## src/rtl/pix422_pkg.sv

```systemverilog
package pix422_pkg;
   typedef enum logic {
      PH_CB = 1'b0,
      PH_CR = 1'b1
   } chroma_ph_e;

   function automatic chroma_ph_e other_ph(input chroma_ph_e p);
      return (p == PH_CB) ? PH_CR : PH_CB;
   endfunction
endpackage

```

## src/rtl/pix422_phase.sv

```systemverilog
module pix422_phase
   import pix422_pkg::*;
#(
   parameter bit CB_FIRST = 1'b1
)(
   input  logic       clk,
   input  logic       rst,
   input  logic       smp_vld,
   input  logic       line_start,
   output chroma_ph_e cur_ph
);
   chroma_ph_e start_ph;
   chroma_ph_e ph_q;
   chroma_ph_e ph_d;

   generate
      if (CB_FIRST) begin : g_cb_lead
         assign start_ph = PH_CB;
      end else begin : g_cr_lead
         assign start_ph = PH_CR;
      end
   endgenerate

   // Phase used by the sample on this clock; a line start overrides state.
   always_comb begin
      cur_ph = line_start ? start_ph : ph_q;
      ph_d   = cur_ph;
      if (smp_vld) ph_d = other_ph(cur_ph);
   end

   always_ff @(posedge clk) begin
      if (rst) ph_q <= start_ph;
      else     ph_q <= ph_d;
   end

   AST_RST_PHASE: assert property (@(posedge clk) rst |=> ph_q == start_ph);
   AST_PHASE_ADVANCE: assert property (@(posedge clk) disable iff (rst)
      smp_vld && !line_start |=> ph_q != $past(ph_q));
   AST_PHASE_IDLE: assert property (@(posedge clk) disable iff (rst)
      !smp_vld && !line_start |=> $stable(ph_q));
   AST_LINE_IDLE: assert property (@(posedge clk) disable iff (rst)
      line_start && !smp_vld |=> ph_q == start_ph);
   AST_LINE_VALID: assert property (@(posedge clk) disable iff (rst)
      line_start && smp_vld |=> ph_q != start_ph);
endmodule

```

## src/rtl/pix422_lanes.sv

```systemverilog
module pix422_lanes
   import pix422_pkg::*;
#(
   parameter int LUMA_W   = 8,
   parameter int CHROMA_W = 8
)(
   input  logic                clk,
   input  logic                rst,
   input  logic                smp_vld,
   input  logic [LUMA_W-1:0]   smp_luma,
   input  logic [CHROMA_W-1:0] smp_cb,
   input  logic [CHROMA_W-1:0] smp_cr,
   input  chroma_ph_e          sel_ph,
   input  logic                act_in,
   output logic                px_vld,
   output logic [LUMA_W-1:0]   px_luma,
   output logic [CHROMA_W-1:0] px_chroma,
   output logic                px_act
);
   logic [CHROMA_W-1:0] chroma_pick;

   assign chroma_pick = (sel_ph == PH_CR) ? smp_cr : smp_cb;

   always_ff @(posedge clk) begin
      if (rst) begin
         px_vld    <= 1'b0;
         px_act    <= 1'b0;
         px_luma   <= '0;
         px_chroma <= '0;
      end else begin
         px_vld <= smp_vld;
         px_act <= act_in;
         if (smp_vld) begin
            px_luma   <= smp_luma;
            px_chroma <= chroma_pick;
         end
      end
   end

   AST_VLD_FOLLOW: assert property (@(posedge clk) disable iff (rst)
      1'b1 |=> px_vld == $past(smp_vld));
   AST_LUMA_CAPTURE: assert property (@(posedge clk) disable iff (rst)
      smp_vld |=> px_luma == $past(smp_luma));
   AST_HOLD_IDLE: assert property (@(posedge clk) disable iff (rst)
      !smp_vld |=> $stable(px_luma) && $stable(px_chroma));
   AST_ACT_ALIGN: assert property (@(posedge clk) disable iff (rst)
      1'b1 |=> px_act == $past(act_in));
endmodule

```

## src/rtl/pix422_out_port.sv

```systemverilog
module pix422_out_port
   import pix422_pkg::*;
#(
   parameter int LUMA_W   = 8,
   parameter int CHROMA_W = 8,
   parameter bit CB_FIRST = 1'b1
)(
   input  logic                clk,
   input  logic                rst,
   input  logic                smp_vld,
   input  logic [LUMA_W-1:0]   smp_luma,
   input  logic [CHROMA_W-1:0] smp_cb,
   input  logic [CHROMA_W-1:0] smp_cr,
   input  logic                line_start,
   input  logic                act_in,
   output logic                px_vld,
   output logic [LUMA_W-1:0]   px_luma,
   output logic [CHROMA_W-1:0] px_chroma,
   output logic                px_act
);
   localparam int WORD_W = LUMA_W + CHROMA_W;

   generate
      if (LUMA_W < 1 || CHROMA_W < 1) begin : g_bad_width
         $error("pix422_out_port: lane widths must be at least 1");
      end
      if (WORD_W > 64) begin : g_bad_word
         $error("pix422_out_port: combined word wider than 64 bits");
      end
   endgenerate

   chroma_ph_e cur_ph;

   pix422_phase #(.CB_FIRST(CB_FIRST)) u_phase (
      .clk        (clk),
      .rst        (rst),
      .smp_vld    (smp_vld),
      .line_start (line_start),
      .cur_ph     (cur_ph)
   );

   pix422_lanes #(.LUMA_W(LUMA_W), .CHROMA_W(CHROMA_W)) u_lanes (
      .clk       (clk),
      .rst       (rst),
      .smp_vld   (smp_vld),
      .smp_luma  (smp_luma),
      .smp_cb    (smp_cb),
      .smp_cr    (smp_cr),
      .sel_ph    (cur_ph),
      .act_in    (act_in),
      .px_vld    (px_vld),
      .px_luma   (px_luma),
      .px_chroma (px_chroma),
      .px_act    (px_act)
   );

   AST_RST_OUTPUTS: assert property (@(posedge clk)
      rst |=> !px_vld && !px_act && px_luma == '0 && px_chroma == '0);
endmodule

```

## config.mk

```make
export PLATFORM = sky130hd
export DESIGN_NAME = pix422_out_port
export DESIGN_NICKNAME = d
export VERILOG_FILES = /design/src/rtl/pix422_pkg.sv /design/src/rtl/pix422_phase.sv /design/src/rtl/pix422_lanes.sv /design/src/rtl/pix422_out_port.sv
export SDC_FILE = /design/constraint.sdc
export NUM_CORES = 1
export LEC_CHECK = 0
export BUFFER_PORTS_ARGS = -buffer_cell sky130_fd_sc_hd__clkbuf_2
export CORE_MARGIN = 1.5
export CORE_UTILIZATION = 35
export DETAILED_ROUTE_END_ITERATION = 8
export GPL_TIMING_DRIVEN = 0
export PLACE_DENSITY = 0.67
export REMOVE_ABC_BUFFERS = 1
export SLEW_MARGIN = 20
export SYNTH_ARGS = -nofsm -noshare
export SYNTH_HDL_FRONTEND = slang
export SYNTH_SLANG_ARGS = --single-unit
```

## constraint.sdc

```tcl
create_clock -name clk -period 1.26 [get_ports clk]
set_input_delay 0.063 -clock clk [delete_from_list [all_inputs] [get_ports clk]]
set_output_delay 0.063 -clock clk [all_outputs]
set_load 0.01 [all_outputs]
```

==> Word-level counts from Yosys, hierarchy flattened <==
Index checks and enable logic that the tools add are counted.
{ "word_totals": {"regBits": 19, "in_bits": 29, "elab_cells": 9} }
{ "op_classes": {"n_mux": 4} }
{ "ops": {"columns": ["op", "n"], "rows": [
  ["2-to-1 mux 8 bit", 1],
  ["2-to-1 mux 1 bit", 3]
]} }

==> Longest topological paths before layout <==
{ "logic_depth": {"word_depth": 3, "depth_mapped": 4, "ltp_nobuf": 3} }

==> Modules after synthesis <==
Synthesis repeated with hierarchy kept, for this count alone.
{ "hier_totals": {"hier_cells": 71, "hier_area_um2": 777.0} }
{ "modules_own_cells": {"columns": ["mod", "instances", "cells_each", "area_per_inst_um2", "seq_area_each_um2"], "rows": [
  ["pix422_lanes", 1, 66, 718.2, 360.3],
  ["pix422_phase", 1, 5, 58.8, 20.0]
]} }

==> Worst setup path after synthesis <==
Ideal clock, no wire load.
{ "synth_path": {"path_type": "reg2reg", "startpoint": "register u_phase.ph_q", "endpoint": "register u_lanes.px_chroma[3]", "setup_ps": 88, "arrival_time_ps": 829, "slack_ps": 343, "stages_incl_launch_ff": 5, "path_buffers": 1, "cell_sequence": "dfxtp_1 nor2b_1 buf_4 nand2_1 a311oi_2"} }
{ "synth_between": {"elab_chain_cells": 2} }
{ "synth_lines": {"columns": ["element", "line", "source"], "rows": [
  ["start, declared", "pix422_phase.sv:13", "chroma_ph_e ph_q;"],
  ["start signal, assigned", "pix422_phase.sv:32", "if (rst) ph_q <= start_ph;"],
  ["start signal, assigned", "pix422_phase.sv:33", "else ph_q <= ph_d;"],
  ["2-to-1 mux 1 bit", "pix422_phase.sv:26", "cur_ph = line_start ? start_ph : ph_q;"],
  ["2-to-1 mux 8 bit", "pix422_lanes.sv:22", "assign chroma_pick = (sel_ph == PH_CR) ? smp_cr : smp_cb;"],
  ["end signal, assigned", "pix422_lanes.sv:35", "px_chroma <= chroma_pick;"],
  ["end, declared", "pix422_lanes.sv:17", "output logic [CHROMA_W-1:0] px_chroma,"]
]} }
No other way between the ends.
A chain may end at the register's enable or synchronous reset.

==> Worst setup path in the final report <==
{ "layout_path": {"startpoint": "register u_phase.ph_q", "endpoint": "register u_lanes.px_chroma[2]"} }
The elaborated chain is that of the path after synthesis.

==> flow_metrics.env <==
export IMPL_port_buffers=46
export IMPL_wl_mm=1.56
export IMPL_syn_instance_count=80
export IMPL_cts_buffers=3
export IMPL_maxSlewViolCount=0
export IMPL_ys_seq_elements=19
export IMPL_start_util_pct=38.6
export IMPL_firstDrtPassIters=4
export IMPL_cts_max_level=1
export IMPL_hold_class="primary input to flop"
export IMPL_gr_usage_met3_pct=3.27
export IMPL_via_per_inst=4.68
export IMPL_layout_common_cells="clkbuf_2, dfxtp_1, nor2_1"
export IMPL_placed_cells=146
export IMPL_drive_gt1_share_pct=46.8
export IMPL_nets=154
export IMPL_grt_pass1_wl_mm=2.55
export IMPL_ys_types=12
export IMPL_p_comb_share_pct=18.6
export IMPL_drv_cap=0
export IMPL_grt_max_degree=27
export IMPL_arrival_ns=1.25
export IMPL_final_antenna_net_count=0
export IMPL_power_density_nw_per_um2=1120
export IMPL_cpPeakStageDelay_ns=0.35
export IMPL_setup_viol=0
export IMPL_status="finished, final reports clean"
export IMPL_min_period_over_period_pct=83.5
export IMPL_cp_max_fo=9
export IMPL_route_detailed_drc=0
export IMPL_clock_skew_ns=0.00235
export IMPL_critPathCaptureType="flop"
export IMPL_die_h_um=50.5
export IMPL_finalNonFillerCells=151
export IMPL_dr_total_vias=707
export IMPL_grt_use_met1_pct=13.7
export IMPL_synth_cell_area_um2=788
export IMPL_power_share_switching_pct=25.7
export IMPL_p_leak_uw=0.000515
export IMPL_critical_path_required_ns=1.46
export IMPL_grt_overflow=0
export IMPL_ios=47
export IMPL_worst_slew_pin_slew_ns=0.702
export IMPL_antenna_found_initial=0
export IMPL_hold_viol=0
export IMPL_crit_path_cell_trace="nor2b_4 -> nand2_1 -> a311oi_2"
export IMPL_cts_tree="done"
export IMPL_p_sw_uw=300
export IMPL_die_area_um2=2550
export IMPL_area_growth_pct=32.7
export IMPL_grt_pass1_vias=636
export IMPL_pwr_share_clk_pct=25.0
export IMPL_cp_slowest_cell="dfxtp_1"
export IMPL_p_seq_share_pct=56.4
export IMPL_antenna_cells=0
export IMPL_critPathKind="flop to flop"
export IMPL_rsz0062_at_grt="false"
export IMPL_worstSkewPairLatency_ns=0.28
export IMPL_fin_util_pct=51.2
export IMPL_cts_max_path_buffers=2
export IMPL_clkSlewWorstSetupHoldPaths_ns=0.10
export IMPL_min_period_ns=1.05
export IMPL_cp_start_kind="flop"
export IMPL_yosysWarnings=0
export IMPL_wire_per_inst_um=10.4
export IMPL_seq_area_frac_synth_pct=48.3
export IMPL_clock_sink_count=19
export IMPL_p_int_uw=869
export IMPL_pre_cts_ws_ns=-0.114
export IMPL_clock_fmax_mhz=951
export IMPL_globalplace_congestion=0.666
export IMPL_slew_limit_headroom_pct=53.2
export IMPL_cts_root_buf="clkbuf_4"
export IMPL_fin_ws_ns=0.208
export IMPL_ir_worst_vdd_mv=0.629
export IMPL_top_usage_layer="met2"
export IMPL_final_common_cell="clkbuf_2"
export IMPL_syn_area_per_cell_um2=9.85
export IMPL_grt_use_met2_pct=25.0
export IMPL_die_x_um=50.5
export IMPL_core_um2=2040
export IMPL_drtIter0Drc=8
export IMPL_track_usage_pct=13.2
export IMPL_row_count=16
state kept, by name, indices dropped and copies added, names as in the netlist:
register,count
u_lanes.px_act,1
u_lanes.px_luma,8
u_lanes.px_chroma,8
u_phase.ph_q,1
u_lanes.px_vld,1
power groups by stage:
| stage | Clock (uW) | Sequential (uW) | Combinational, uW |
|---|---|---|---|
| finish | 293 | 659 | 217 |
| global route | 339 | 664 | 241 |
| CTS | 308 | 660 | 219 |
| detailed placement | 0 | 673 | 215 |
| global placement | 0 | 671 | 209 |
| floorplan | 0 | 691 | 80.8 |
worst max-delay path: cells and delay by family (launching register included):
kind	cells	cell delay, ns
AOI/OAI and AO/OA	1	0.24
DFF	1	0.35
and+or+nand+nor	2	0.37
synth_stat cells:
master | n | area [um2]
dfxtp_1 | 19 | 380
nor2_1 | 17 | 63.8
nand2_1 | 16 | 60.1
a311oi_2 | 8 | 120
mux2i_1 | 8 | 80.1
buf_4 | 4 | 30.0
nor2b_1 | 3 | 18.8
buf_2 | 1 | 5.00
buf_6 | 1 | 11.3
clkbuf_1 | 1 | 3.75
nand2b_1 | 1 | 6.26
xnor2_1 | 1 | 8.76
per-layer routing:
layer / wire [um] / part of all wire [%] / vias to the layer above
met1: 688 / 44 / 317
met5: 0 / 0 / -
li1: - / - / 357
met3: 117 / 7.5 / 0
met2: 758 / 48 / 33
met4: 0 / 0 / 0
stage by stage:
stage	TNS (ns)	hold slack [ns]	total power [uW]	area [um2]
2_1_floorplan	0	0.131	771	738
3_3_place_gp	-0.501	0.284	880	1000
3_5_place_dp	-0.620	0.283	888	1000
4_1_cts	0	0.000455	1190	1040
5_1_grt	0	0.0153	1240	1050
6_report	0	0.00931	1170	1050
cell type report:
| type | instances | area (um2) |
|---|---|---|
| fillers | 218 | 996 |
| multi-input cells | 54 | 365 |
| flip-flops and latches | 19 | 380 |
| well taps | 27 | 33.8 |
| repair buffers | 47 | 240 |
| clock buffers | 4 | 26.3 |
cells by family after synthesis:
kind of cell / Yosys count / synth area share [%]
multiplexers: 8 / 10.2
XOR/XNOR: 1 / 1.11
buffers and inverters: 7 / 6.35
flip-flops: 19 / 48.3
AO/OA/AOI/OAI: 8 / 15.2
AND/OR/NAND/NOR: 37 / 18.9
timing repair:
| item | CTS | global route |
|---|---|---|
| hold buffers | 1 | 0 |
| setup buffers | 0 | 0 |
| resized for setup | 1 | 1 |
| hold endpoints to repair | 1 | 0 |
| endpoints found under the setup margin | 8 | 5 |
path summary, 6_finish.rpt:
| kind | start | endpoint | slack, ns | cells after the start |
|---|---|---|---|---|
| max | u_phase.ph_q | u_lanes.px_chroma[2] | 0.21 | 3 |
| min reg2reg | u_lanes.px_luma[7] | u_lanes.px_luma[7] | 0.50 | 2 |
| min | smp_luma[7] | u_lanes.px_luma[7] | 0.009 | 3 |
| max reg2reg | u_phase.ph_q | u_lanes.px_chroma[2] | 0.21 | 3 |
Power figures use the tool's default switching activity.
